$ cat src/rtl/sd_req_tracker.sv
module sd_req_tracker #(
  parameter int BCNT_W    = 12,
  parameter int BSIZE_W   = 12,
  parameter int IDX_W     = 6,
  parameter int ARG_W     = 32,
  parameter int DESEL_IDX = 7
) (
  input  logic                        clk,
  input  logic                        rst_n,
  input  logic                        req_issue,
  input  logic                        req_data,
  input  logic                        req_rsp,
  input  logic                        req_stop,
  input  logic [IDX_W-1:0]            cmd_index,
  input  logic [ARG_W-1:0]            cmd_arg,
  input  logic [BCNT_W-1:0]           blk_cnt,
  input  logic [BSIZE_W-1:0]          blk_size,
  input  logic                        ev_sent,
  input  logic                        ev_ctmo,
  input  logic                        ev_dfin,
  input  logic                        ev_dtmo,
  input  logic                        ev_rxcrc,
  input  logic                        ev_txcrc,
  input  logic                        ev_sdio,
  output logic                        done,
  output logic [1:0]                  cmd_err,
  output logic [1:0]                  data_err,
  output logic                        dma_complete,
  output logic [BCNT_W+BSIZE_W-1:0]   byte_count,
  output logic                        stop_req,
  output logic                        sdio_irq
);
  localparam int CNT_W = BCNT_W + BSIZE_W;

  localparam logic [2:0] S_IDLE = 3'd0;
  localparam logic [2:0] S_BOTH = 3'd1;
  localparam logic [2:0] S_XFER = 3'd2;
  localparam logic [2:0] S_RSP  = 3'd3;
  localparam logic [2:0] S_SENT = 3'd4;
  localparam logic [2:0] S_FIN  = 3'd5;

  localparam logic [1:0] E_NONE  = 2'd0;
  localparam logic [1:0] E_TMO   = 2'd1;
  localparam logic [1:0] E_ILSEQ = 2'd2;

  logic [2:0]         st;
  logic               ph_data;
  logic               rq_data;
  logic               rq_stop;
  logic               stop_sent;
  logic [BCNT_W-1:0]  bc_q;
  logic [BSIZE_W-1:0] bs_q;

  logic       waiting;
  logic       desel;
  logic [2:0] st_a;
  logic       crc_hit;

  assign waiting = (st == S_BOTH) || (st == S_XFER) || (st == S_RSP) || (st == S_SENT);
  assign desel   = (cmd_index == IDX_W'(DESEL_IDX)) && (cmd_arg == '0);
  assign st_a    = (ev_sent && st == S_BOTH) ? S_XFER : st;
  assign crc_hit = ev_rxcrc || ev_txcrc;

  always_ff @(posedge clk) begin
    if (!rst_n) begin
      st           <= S_IDLE;
      ph_data      <= 1'b0;
      rq_data      <= 1'b0;
      rq_stop      <= 1'b0;
      stop_sent    <= 1'b0;
      bc_q         <= '0;
      bs_q         <= '0;
      done         <= 1'b0;
      stop_req     <= 1'b0;
      sdio_irq     <= 1'b0;
      cmd_err      <= E_NONE;
      data_err     <= E_NONE;
      dma_complete <= 1'b0;
      byte_count   <= '0;
    end else begin
      done     <= 1'b0;
      stop_req <= 1'b0;
      sdio_irq <= ev_sdio;
      if (st == S_IDLE) begin
        if (req_issue) begin
          ph_data      <= req_data && !desel;
          rq_data      <= req_data && !desel;
          rq_stop      <= req_stop;
          stop_sent    <= 1'b0;
          bc_q         <= blk_cnt;
          bs_q         <= blk_size;
          cmd_err      <= E_NONE;
          data_err     <= E_NONE;
          dma_complete <= 1'b0;
          byte_count   <= '0;
          if (desel)         st <= S_FIN;
          else if (req_data) st <= S_BOTH;
          else if (req_rsp)  st <= S_RSP;
          else               st <= S_SENT;
        end
      end else if (waiting) begin
        if (ev_ctmo) begin
          cmd_err <= E_TMO;
          if (ph_data) data_err <= E_TMO;
          st <= S_FIN;
        end else if (ev_sent && (st == S_RSP || st == S_SENT)) begin
          st <= S_FIN;
        end else if (!ph_data) begin
          st <= st_a;
        end else if (crc_hit) begin
          data_err <= E_ILSEQ;
          st <= S_FIN;
        end else if (ev_dtmo) begin
          data_err <= E_TMO;
          st <= S_FIN;
        end else if (ev_dfin && st_a == S_XFER) begin
          dma_complete <= 1'b1;
          st <= S_FIN;
        end else if (ev_dfin && st_a == S_BOTH) begin
          st <= S_RSP;
        end else begin
          st <= st_a;
        end
      end else if (st == S_FIN) begin
        if (rq_data && rq_stop && !stop_sent) begin
          stop_sent <= 1'b1;
          stop_req  <= 1'b1;
          ph_data   <= 1'b0;
          st        <= S_RSP;
        end else begin
          done <= 1'b1;
          if (rq_data && data_err == E_NONE)
            byte_count <= CNT_W'(bc_q) * CNT_W'(bs_q);
          else
            byte_count <= '0;
          st <= S_IDLE;
        end
      end else begin
        st <= S_IDLE;
      end
    end
  end
endmodule

$ cat config.mk
export PLATFORM = sky130hd
export DESIGN_NAME = sd_req_tracker
export DESIGN_NICKNAME = d
export VERILOG_FILES = /design/src/rtl/sd_req_tracker.sv
export SDC_FILE = /design/constraint.sdc
export NUM_CORES = 1
export LEC_CHECK = 0
export BUFFER_PORTS_ARGS = -buffer_cell sky130_fd_sc_hd__buf_2
export CAP_MARGIN = 20
export CORE_ASPECT_RATIO = 0.8
export CORE_MARGIN = 2
export CORE_UTILIZATION = 55
export CTS_BUF_LIST = sky130_fd_sc_hd__clkbuf_4
export CTS_CLUSTER_DIAMETER = 50
export DETAILED_ROUTE_END_ITERATION = 7
export MAX_ROUTING_LAYER = met4
export PLACE_DENSITY_LB_ADDON = 0.25
export SLEW_MARGIN = 0
export SYNTH_ARGS = -nofsm -noshare
export SYNTH_HDL_FRONTEND = slang
export SYNTH_SLANG_ARGS = --single-unit
$ cat constraint.sdc
create_clock -name clk -period 5.2 [get_ports clk]
set_input_delay 0.78 -clock clk [delete_from_list [all_inputs] [get_ports clk]]
set_output_delay 0.78 -clock clk [all_outputs]
set_load 0.01 [all_outputs]
**Yosys cells after proc, flatten, opt, wreduce, memory -nomap -nowiden**

Index checks and enable logic that the tools add are counted.

- Register bits: 63
- Logic and storage cells: 120
- Input port bits: 75
- Output and inout port bits: 32

- Equal/unequal tests: 16
- Muxes and demuxes: 54
- Reductions and logical operators: 33
- Bitwise operators: 2
- Multiply operators: 1

Operators by type and width:

| cell | count |
|---|---|
| 24-bit two-way mux | 6 |
| 3-bit two-way mux | 15 |
| 32-bit zero test | 1 |
| 2-bit two-way mux | 13 |
| 12-bit by 12-bit multiplier with 24-bit output | 1 |
| 1-bit two-way mux | 20 |
| 2-bit nonzero test | 6 |
| 3-bit by 2-bit equality test with 1-bit output, second input constant | 3 |
| 1-bit logical AND | 9 |
| 2-bit by 1-bit != test with 1-bit output, second input constant | 4 |
| 4-bit AND reduction | 2 |
| 8-bit AND reduction | 1 |
| 3-bit by 1-bit equality test with 1-bit output, second input constant | 2 |
| 3-bit equality test, second input constant | 2 |
| 6-bit by 3-bit equality test with 1-bit output, second input constant | 1 |
| 2-bit != test, second input constant | 3 |
| 1-bit logical OR | 5 |
| 5-bit AND reduction | 1 |
| 4-bit nonzero test | 1 |
| 4-bit OR reduction | 1 |
| 3-bit zero test | 1 |
| 3-bit != test, second input constant | 1 |
| 3-bit AND reduction | 1 |
| 1-bit zero test | 2 |
| other kinds (3) | 4 |

**Depth between registers and ports, before layout**

Gate-level depths: netlist of run 1.

- Depth in word-level cells: 14
- Mapped depth: 19
- Gate-level depth less buffers: 18

**Worst setup path after synthesis of run 1**

Ideal clock, no wire load.

- Path type: flip-flop to flip-flop
- Start point: reg bs_q[3]
- End point: reg byte_count[23]
- Buffers on the path: 1
- Arrival time: 4814 ps
- Setup slack: 266 ps
- Setup time: 120 ps
- Required time: 5080 ps
- Clock period less this slack: 4934 ps
- Stages on the path, launching flop included: 18
- Cells stage by stage: dfxtp_1 -> clkbuf_1 -> nand2_1 -> fa_1 -> fa_1 -> fa_1 -> inv_1 -> fa_1 -> inv_1 -> fa_1 -> inv_1 -> ha_1 -> and3_1 -> and3_4 -> a21oi_2 -> o41ai_4 -> mux2i_1 -> a211o_1

- Word-level cells in the longest chain between the ends: 6

RTL lines:

| item | RTL line | source |
|---|---|---|
| start: declaration | 52 | `logic [BSIZE_W-1:0] bs_q;` |
| start signal: assignment | 91 | `bs_q <= blk_size;` |
| 12-bit by 12-bit multiplier with 24-bit output | 133 | `byte_count <= CNT_W'(bc_q) * CNT_W'(bs_q);` |
| 24-bit two-way mux | 132 | `if (rq_data && data_err == E_NONE)` |
| 24-bit two-way mux | 125 | `if (rq_data && rq_stop && !stop_sent) begin` |
| 24-bit two-way mux | 124 | `end else if (st == S_FIN) begin` |
| 24-bit two-way mux | 101 | `end else if (waiting) begin` |
| 24-bit two-way mux | 84 | `if (st == S_IDLE) begin` |
| end signal: assignment | 133 |  |
| end: declaration | 29 | `output logic [BCNT_W+BSIZE_W-1:0] byte_count,` |

No other way between the ends. The select of a mux whose other input is x is not followed.
A chain may end at the register's enable or synchronous reset.

**Final worst setup path of run 1**

- Start point: reg bs_q[6]
- End point: reg byte_count[23]

The elaborated chain is that of the path after synthesis.

==> qor.csv, run 1 <==
metric,value,unit
grt_pass1_wl,29.3,mm
path_buf_inv,4,
comb_power_share,44.4,%
syn2layout_area_growth,13.3,%
crit_top_cell,fa_1,
antenna_cells,0,
numPortBuffers,105,
grt_max_degree,51,
setup_viol,0,
grt_use_total,26.9,%
clkLatencyLatePin,450,ps
grt_pass1_vias,6038,
drtIter0Drc,249,
end_kind,register,
coreArea,13000,um2
p_sw_share,46.5,%
skew,22.4,ps
cts_buffers,9,
cp_max_fo,9,
path_class,register to register,
irDropWorstVdd,0.250,mV
cts-hold-fix-buffers,0,
avgViaCountPerCell,5.31,
dp_hpwl,14.4,mm
synthCells,879,
worst_pin_slew,966,ps
overflow,0,
maxCapViolations,0,
finalHoldViolations,0,
cts_tree,built,
cts_sinks,62,
path_clk_slew,120,ps
finalMaxSlewViolations,0,
powerDensity,236,nW/um2
cp_slowest_stage_delay,550,ps
synth_cell_type_count,65,
routedWlPerCell,15.3,um
internal-power,1.05,mW
synth_warnings,0,
via_count,6154,
setup_tns,0,ps
p_sw,0.912,mW
rows,37,
clk_path_buf_depth,2,
post_route_cells_drive_above_1_share,18.3,%
ys_async_sr_fraction,0,%
worstPathCellList,"and2_1, fa_1, inv_1, fa_1, inv_1, fa_1, fa_1, inv_1, fa_1, inv_1, ha_2, and3_1, and3_4, a21oi_2, o41ai_4, mux2i_1, a211o_1",
ys_seq_elements,62,
cts_htree_levels,3,
antenna_found_initial,0,
p_clk_share,17.7,%
crit_path_top_delay_cell,fa_1,
wl,17.7,mm
start_util,56.6,%
leakage,4.19,nW
ant_nets,0,
status,"complete, no violations",
finalCritPeriodShare,96.8,%
post-route-min-period,5030,ps
synthFlopType,dfxtp_1,
layout.nets,1215,
rsz0062_at_grt,false,
die_h,107,um
netlist_area,7340,um2
p_seq_share,37.9,%
avgSynthCellArea,8.35,um2
boundaryPins,107,
cp.arrival,5370,ps
cp_top_family,adder cells,
worst_slew_margin_rel,35.5,%
synth_nets,1116,
holdCritPathClass,register to register,
finalPower,1.96,mW
place_congestion,0.916,
die_w,133,um
synth_edf_count,0,
dr.pass1.iters,5,
drc,0,
crit_path_start_kind,register,
fmax,199,MHz
die_area,14300,um2
crit_required,5530,ps
cts-root-buf,clkbuf_4,
synth-seq-area-share,16.9,%
-- worst paths after layout --
path                                                  start                          end  slack (ps)  cells past startpoint
worst max register to register         bs_q[6]$_SDFFE_PN0P_  byte_count[23]$_SDFFE_PN0P_         170                     17
worst max-delay path                   bs_q[6]$_SDFFE_PN0P_  byte_count[23]$_SDFFE_PN0P_         170                     17
worst min-delay path            byte_count[17]$_SDFFE_PN0P_  byte_count[17]$_SDFFE_PN0P_         450                      2
worst min register to register  byte_count[17]$_SDFFE_PN0P_  byte_count[17]$_SDFFE_PN0P_         450                      2
-- power by group through the flow --
stage	Sequential [mW]	Combinational, mW	Clock (mW)
after floorplan	0.592	0.698	0
after global placement	0.742	0.835	0
after detailed placement	0.743	0.850	0
after CTS	0.733	0.854	0.359
after global routing	0.759	0.991	0.377
final	0.742	0.870	0.347
-- tightest hold or removal path, cell delays in order, from the launching register on --
cell	delay [ps]
dfxtp_1	320
nand2_1	50
o21ai_1	50
-- kinds of logic after synthesis --
logic type	count (synthesis)	share of synthesized area, %
and+or+nand+nor	315	20.7
buffers and inverters	184	9.53
DFF	62	16.9
AOI/OAI and AO/OA	140	13.1
xor gates and xnor gates	13	1.55
muxes	2	0.273
adders and majority gates	162	37.9
other	1	0.0511
-- cells in the mapped netlist (all sizes together) (3+ instances only) --
| cell type | n | area, um2 |
|---|---|---|
| nand2 | 176 | 661 |
| inv | 141 | 529 |
| fa | 100 | 2000 |
| dfxtp | 62 | 1240 |
| ha | 62 | 776 |
| and2 | 57 | 357 |
| clkbuf | 37 | 139 |
| o21ai | 36 | 180 |
| a21boi | 27 | 203 |
| a21oi | 26 | 134 |
| nor2 | 22 | 90.1 |
| nor2b | 14 | 87.6 |
| nor3 | 13 | 86.3 |
| a22oi | 10 | 75.1 |
| nor4 | 9 | 71.3 |
| xnor2 | 7 | 61.3 |
| buf | 6 | 31.3 |
| xor2 | 6 | 52.6 |
| a21o | 5 | 37.5 |
| nand4 | 5 | 31.3 |
| a211oi | 4 | 35.0 |
| a31oi | 4 | 25.0 |
| nand3 | 4 | 20.0 |
| o21a | 4 | 30.0 |
| o31ai | 4 | 30.0 |
| and3 | 3 | 23.8 |
| and3b | 3 | 26.3 |
| or3 | 3 | 18.8 |
-- flip-flops by register name, indices dropped and copies added (netlist names) --
register	flops
bc_q	12
bs_q	12
byte_count	24
cmd_err	1
data_err	2
dma_complete	1
done	1
ph_data	1
rq_data	1
rq_stop	1
sdio_irq	1
st	3
stop_req	1
stop_sent	1
-- stage by stage --
step / cell area, um2 / setup slack (ps) / cells / hold WS (ps) / utilization, %
2_1_floorplan: 7340 / 266 / 879 / 439 / -
3_3_place_gp: 8060 / 105 / 1136 / 433 / 62.2
3_5_place_dp: 8060 / 5.52 / 1136 / 439 / 62.2
4_1_cts: 8200 / 20.1 / 1152 / 454 / 63.3
5_1_grt: 8310 / 5.69 / 1158 / 468 / 64.1
6_report: 8310 / 165 / 1158 / 451 / 64.1
-- metal layers --
metal	GRT usage (%)	up-vias	part of all wire, %
met2	41.6	168	46
met5	-	-	0
met1	36.5	2964	47
met4	7.52	0	1.7
met3	5.41	25	5.8
li1	-	2997	-
-- placed cells by master, fill, tap and decap left out, types with 3 or more instances in the layout --
| cell type | count |
|---|---|
| nand2_1 | 176 |
| inv_1 | 140 |
| buf_2 | 105 |
| fa_1 | 100 |
| ha_1 | 61 |
| and2_1 | 57 |
| dfxtp_1 | 44 |
| buf_4 | 26 |
| a21oi_1 | 24 |
| a21boi_1 | 21 |
| nor2_1 | 21 |
| o21ai_1 | 20 |
| o21ai_0 | 15 |
| nor2b_1 | 14 |
| dfxtp_2 | 13 |
| nor3_1 | 10 |
| a22oi_1 | 10 |
| clkbuf_4 | 9 |
| xnor2_1 | 7 |
| nor4_1 | 7 |
| xor2_1 | 6 |
| a21boi_0 | 6 |
| a21o_1 | 5 |
| nand4_1 | 5 |
| dfxtp_4 | 5 |
| nand3_1 | 4 |
| o21a_1 | 4 |
| o31ai_1 | 4 |
| a31oi_1 | 4 |
| and3b_1 | 3 |
| or3_1 | 3 |
| a211oi_1 | 3 |
-- cell type report --
cell class	count	area, um2
multi-input cells	633	5430
fillers	1158	4650
flip-flops and latches	62	1280
repair buffers	131	721
inverters	141	529
well taps	175	219
clock inverters	7	71.3
clock buffers	9	67.6
-- timing repair --
| action | 4_1_cts | 5_1_grt |
|---|---|---|
| resized for setup | 2 | 26 |
| setup endpoints to repair | 2 | 9 |
| buffers inserted | 0 | 6 |
| pin swaps | 0 | 1 |
Power figures use the tool's default switching activity.
==> run 2, diff against run 1 <==
ABC_AREA = 1   (was not set)
==> qor.csv, run 2 <==
metric,value,unit,change
status,"complete, no violations",,unchanged
crit_top_cell,fa_1,,unchanged
synth-seq-area-share,16.2,%,was 16.9%
syn2layout_area_growth,11.5,%,was 13.3%
synthFlopType,dfxtp_1,,unchanged
irDropWorstVdd,0.210,mV,was 0.250 mV
grt_pass1_vias,6735,,was 6038
cts_setup_buffers,0,,unchanged
ys_async_sr_fraction,0,%,unchanged
final_common_cell,nand2_1,,unchanged
synth_top_area_cell,fa_1,,unchanged
largest_reg_flops,24,,unchanged
drtIter0Drc,521,,was 249
coreArea,13600,um2,was 13000 um2
overflow,0,,unchanged
startpoint,bc_q[8]$_SDFFE_PN0P_,,was bs_q[6]$_SDFFE_PN0P_
boundaryPins,107,,unchanged
setup_tns,0,ps,unchanged
grt_max_degree,55,,was 51
synth.top_cell.area_share,26.1,%,was 27.3%
yosysMostFrequentCell,nand2_1,,unchanged
cp_top_family,adder cells,,unchanged
cts-hold-fix-buffers,0,,unchanged
via_count,6844,,was 6154
layout_common_cells,"351 x nand2_1, 237 x inv_1, 105 x buf_2",,"was 176 x nand2_1, 140 x inv_1, 105 x buf_2"
r2r_slack,280,ps,was 170 ps
synthCells,1080,,was 879
synth_commonest_cells,"351 x nand2_1, 237 x inv_1, 100 x fa_1",,"was 176 x nand2_1, 140 x inv_1, 100 x fa_1"
finalCritPeriodShare,94.6,%,was 96.8%
ctsResizeCount,0,,was 2
setup_viol,0,,unchanged
die_w,136,um,was 133 um
die_h,110,um,was 107 um
ant_nets,0,,unchanged
dp_hpwl,15.4,mm,was 14.4 mm
cts_sinks,62,,unchanged
start_util,56.4,%,was 56.6%
skew,26.0,ps,was 22.4 ps
antenna_found_initial,0,,unchanged
r2r_cells,18,,was 17
rr_endpoint,byte_count[22]$_SDFFE_PN0P_,,was byte_count[23]$_SDFFE_PN0P_
seq_area,1240,um2,was 1280 um2
synth_warnings,0,,unchanged
layout.nets,1411,,was 1215
cts_tree,built,,unchanged
rsz0062_at_grt,false,,unchanged
crit_path_start_kind,register,,unchanged
avgSynthCellArea,7.10,um2,was 8.35 um2
rows,38,,was 37
grt_pass1_wl,33.1,mm,was 29.3 mm
holdCritPathClass,register to register,,unchanged
path_class,register to register,,unchanged
finalMaxSlewViolations,0,,unchanged
crit_required,5610,ps,was 5530 ps
cp.arrival,5320,ps,was 5370 ps
hold_end,dma_complete$_SDFFE_PN0P_,,was byte_count[17]$_SDFFE_PN0P_
cts_buffers,9,,unchanged
clk_path_buf_depth,2,,unchanged
wl,19.2,mm,was 17.7 mm
cp_max_fo,10,,was 9
cts_htree_levels,3,,unchanged
path_clk_slew,150,ps,was 120 ps
ys_top_cells_by_area,"fa_1 26%, nand2_1 17%, dfxtp_1 16%",,"was fa_1 27%, dfxtp_1 17%, ha_1 11%"
drc,0,,unchanged
worstPathCellList,"nand2_1, fa_1, fa_1, inv_1, fa_1, fa_1, inv_1, fa_1, inv_1, ha_1, nand2_1, nor2_1, nand3_1, nand3_1, nand2_1, nand3_1, nand3_2, a21oi_2",,"was and2_1, fa_1, inv_1, fa_1, inv_1, fa_1, fa_1, inv_1, fa_1, inv_1, ha_2, and3_1, and3_4, a21oi_2, o41ai_4, mux2i_1, a211o_1"
die_area,14900,um2,was 14300 um2
place_congestion,0.936,,was 0.916
hold_depth,2,,unchanged
final_area,8560,um2,was 8310 um2
crit_path_top_delay_cell,dfxtp_1,,was fa_1
powerDensity,254,nW/um2,was 236 nW/um2
numPortBuffers,105,,unchanged
synth_nets,1317,,was 1116
synth_edf_count,0,,unchanged
grt_use_total,29.4,%,was 26.9%
netlist_area,7670,um2,was 7340 um2
min_from,dma_complete$_SDFFE_PN0P_,,was byte_count[17]$_SDFFE_PN0P_
cts-root-buf,clkbuf_4,,unchanged
routedWlPerCell,14.1,um,was 15.3 um
leakage,4.98,nW,was 4.19 nW
reg2reg_from,bc_q[8]$_SDFFE_PN0P_,,was bs_q[6]$_SDFFE_PN0P_
maxCapViolations,0,,unchanged
multi_input_area,5350,um2,was 5430 um2
end_kind,register,,unchanged
worst_slew_margin_rel,39.9,%,was 35.5%
ys_seq_elements,62,,unchanged
synth_cell_type_count,31,,was 65
finalHoldViolations,0,,unchanged
clkLatencyLatePin,490,ps,was 450 ps
reg_top3,"byte_count (24), bc_q (12), bs_q (12)",,unchanged
cp_slowest_stage_delay,630,ps,was 550 ps
fillers,1278,,was 1158
dpl_cell_area,8360,um2,was 8060 um2
dr.pass1.iters,5,,unchanged
largest-register,byte_count,,unchanged
post-route-min-period,4920,ps,was 5030 ps
fmax,203,MHz,was 199 MHz
path_buf_inv,3,,was 4
worst_pin_slew,900,ps,was 966 ps
avgViaCountPerCell,5.03,,was 5.31
post_route_cells_drive_above_1_share,14.8,%,was 18.3%
-- run 2: layer usage --
metal / GRT usage, % / routed length, um / part of all wire, %
met1: 42.2 / 9320 / 49
met2: 42.8 / 8070 / 42
met3: 6.64 / 1560 / 8.1
met4: 6.47 / 217 / 1.1
met5: - / 0 / 0
-- run 2: final cells by class --
| class | count | area share, % |
|---|---|---|
| inverter | 240 | 10.5 |
| clock inverter | 7 | 1.14 |
| tap | 180 | 2.63 |
| antenna | 1 | 0.0292 |
| clock buffer | 9 | 0.790 |
| timing repair buffer | 122 | 7.78 |
| multi-input combinational | 739 | 62.5 |
| sequential | 62 | 14.6 |
-- run 2: worst register-to-register path, cell delays in order (launching register included) --
cell and delay [ps]:
dfxtp_1 630, nand2_1 150, fa_1 540, fa_1 530, inv_1 60, fa_1 510
fa_1 510, inv_1 50, fa_1 470, inv_1 40, ha_1 370, nand2_1 120
nor2_1 200, nand3_1 110, nand3_1 140, nand2_1 90, nand3_1 90, nand3_2 90
a21oi_2 140
-- run 2: worst max-delay path by stage --
stage	to	slack [ps]	depth (start not counted)
2_1_floorplan	byte_count[14]$_SDFFE_PN0P_	650	18
3_3_place_gp	byte_count[13]$_SDFFE_PN0P_	340	17
3_5_place_dp	byte_count[13]$_SDFFE_PN0P_	290	17
4_1_cts	byte_count[13]$_SDFFE_PN0P_	250	17
5_1_grt	byte_count[22]$_SDFFE_PN0P_	30	18
6_report	byte_count[22]$_SDFFE_PN0P_	280	18
-- run 2: cells by family after synthesis --
family                     after synthesis  synth area share (%)
and+or+nand+nor                        484                  26.6
xor gates and xnor gates                 7                 0.799
DFF                                     62                  16.2
buffers and inverters                  279                  14.0
other                                    1                0.0489
AOI/OAI and AO/OA                       85                  6.15
adders and majority gates              162                  36.2
-- run 2: per-stage QoR --
| step | total power [mW] | hold slack, ps | util [%] | instances | worst slack, ps |
|---|---|---|---|---|---|
| 6_report | 2.18 | 454 | 62.9 | 1360 | 282 |
| 5_1_grt | 2.34 | 484 | 62.9 | 1359 | 25.9 |
| 4_1_cts | 2.17 | 454 | 62.7 | 1358 | 253 |
| 3_5_place_dp | 1.73 | 437 | 61.5 | 1342 | 295 |
| 3_3_place_gp | 1.72 | 434 | 61.5 | 1342 | 343 |
| 2_1_floorplan | 1.40 | 430 | - | 1080 | 647 |
-- run 2: power breakdown --
group	total [mW]	leakage (nW)	switching (mW)	internal [mW]
Clock	0.426	0.0842	0.230	0.196
Combinational	1.05	4.39	0.673	0.374
Sequential	0.703	0.506	0.158	0.545
Total	2.18	4.98	1.06	1.11
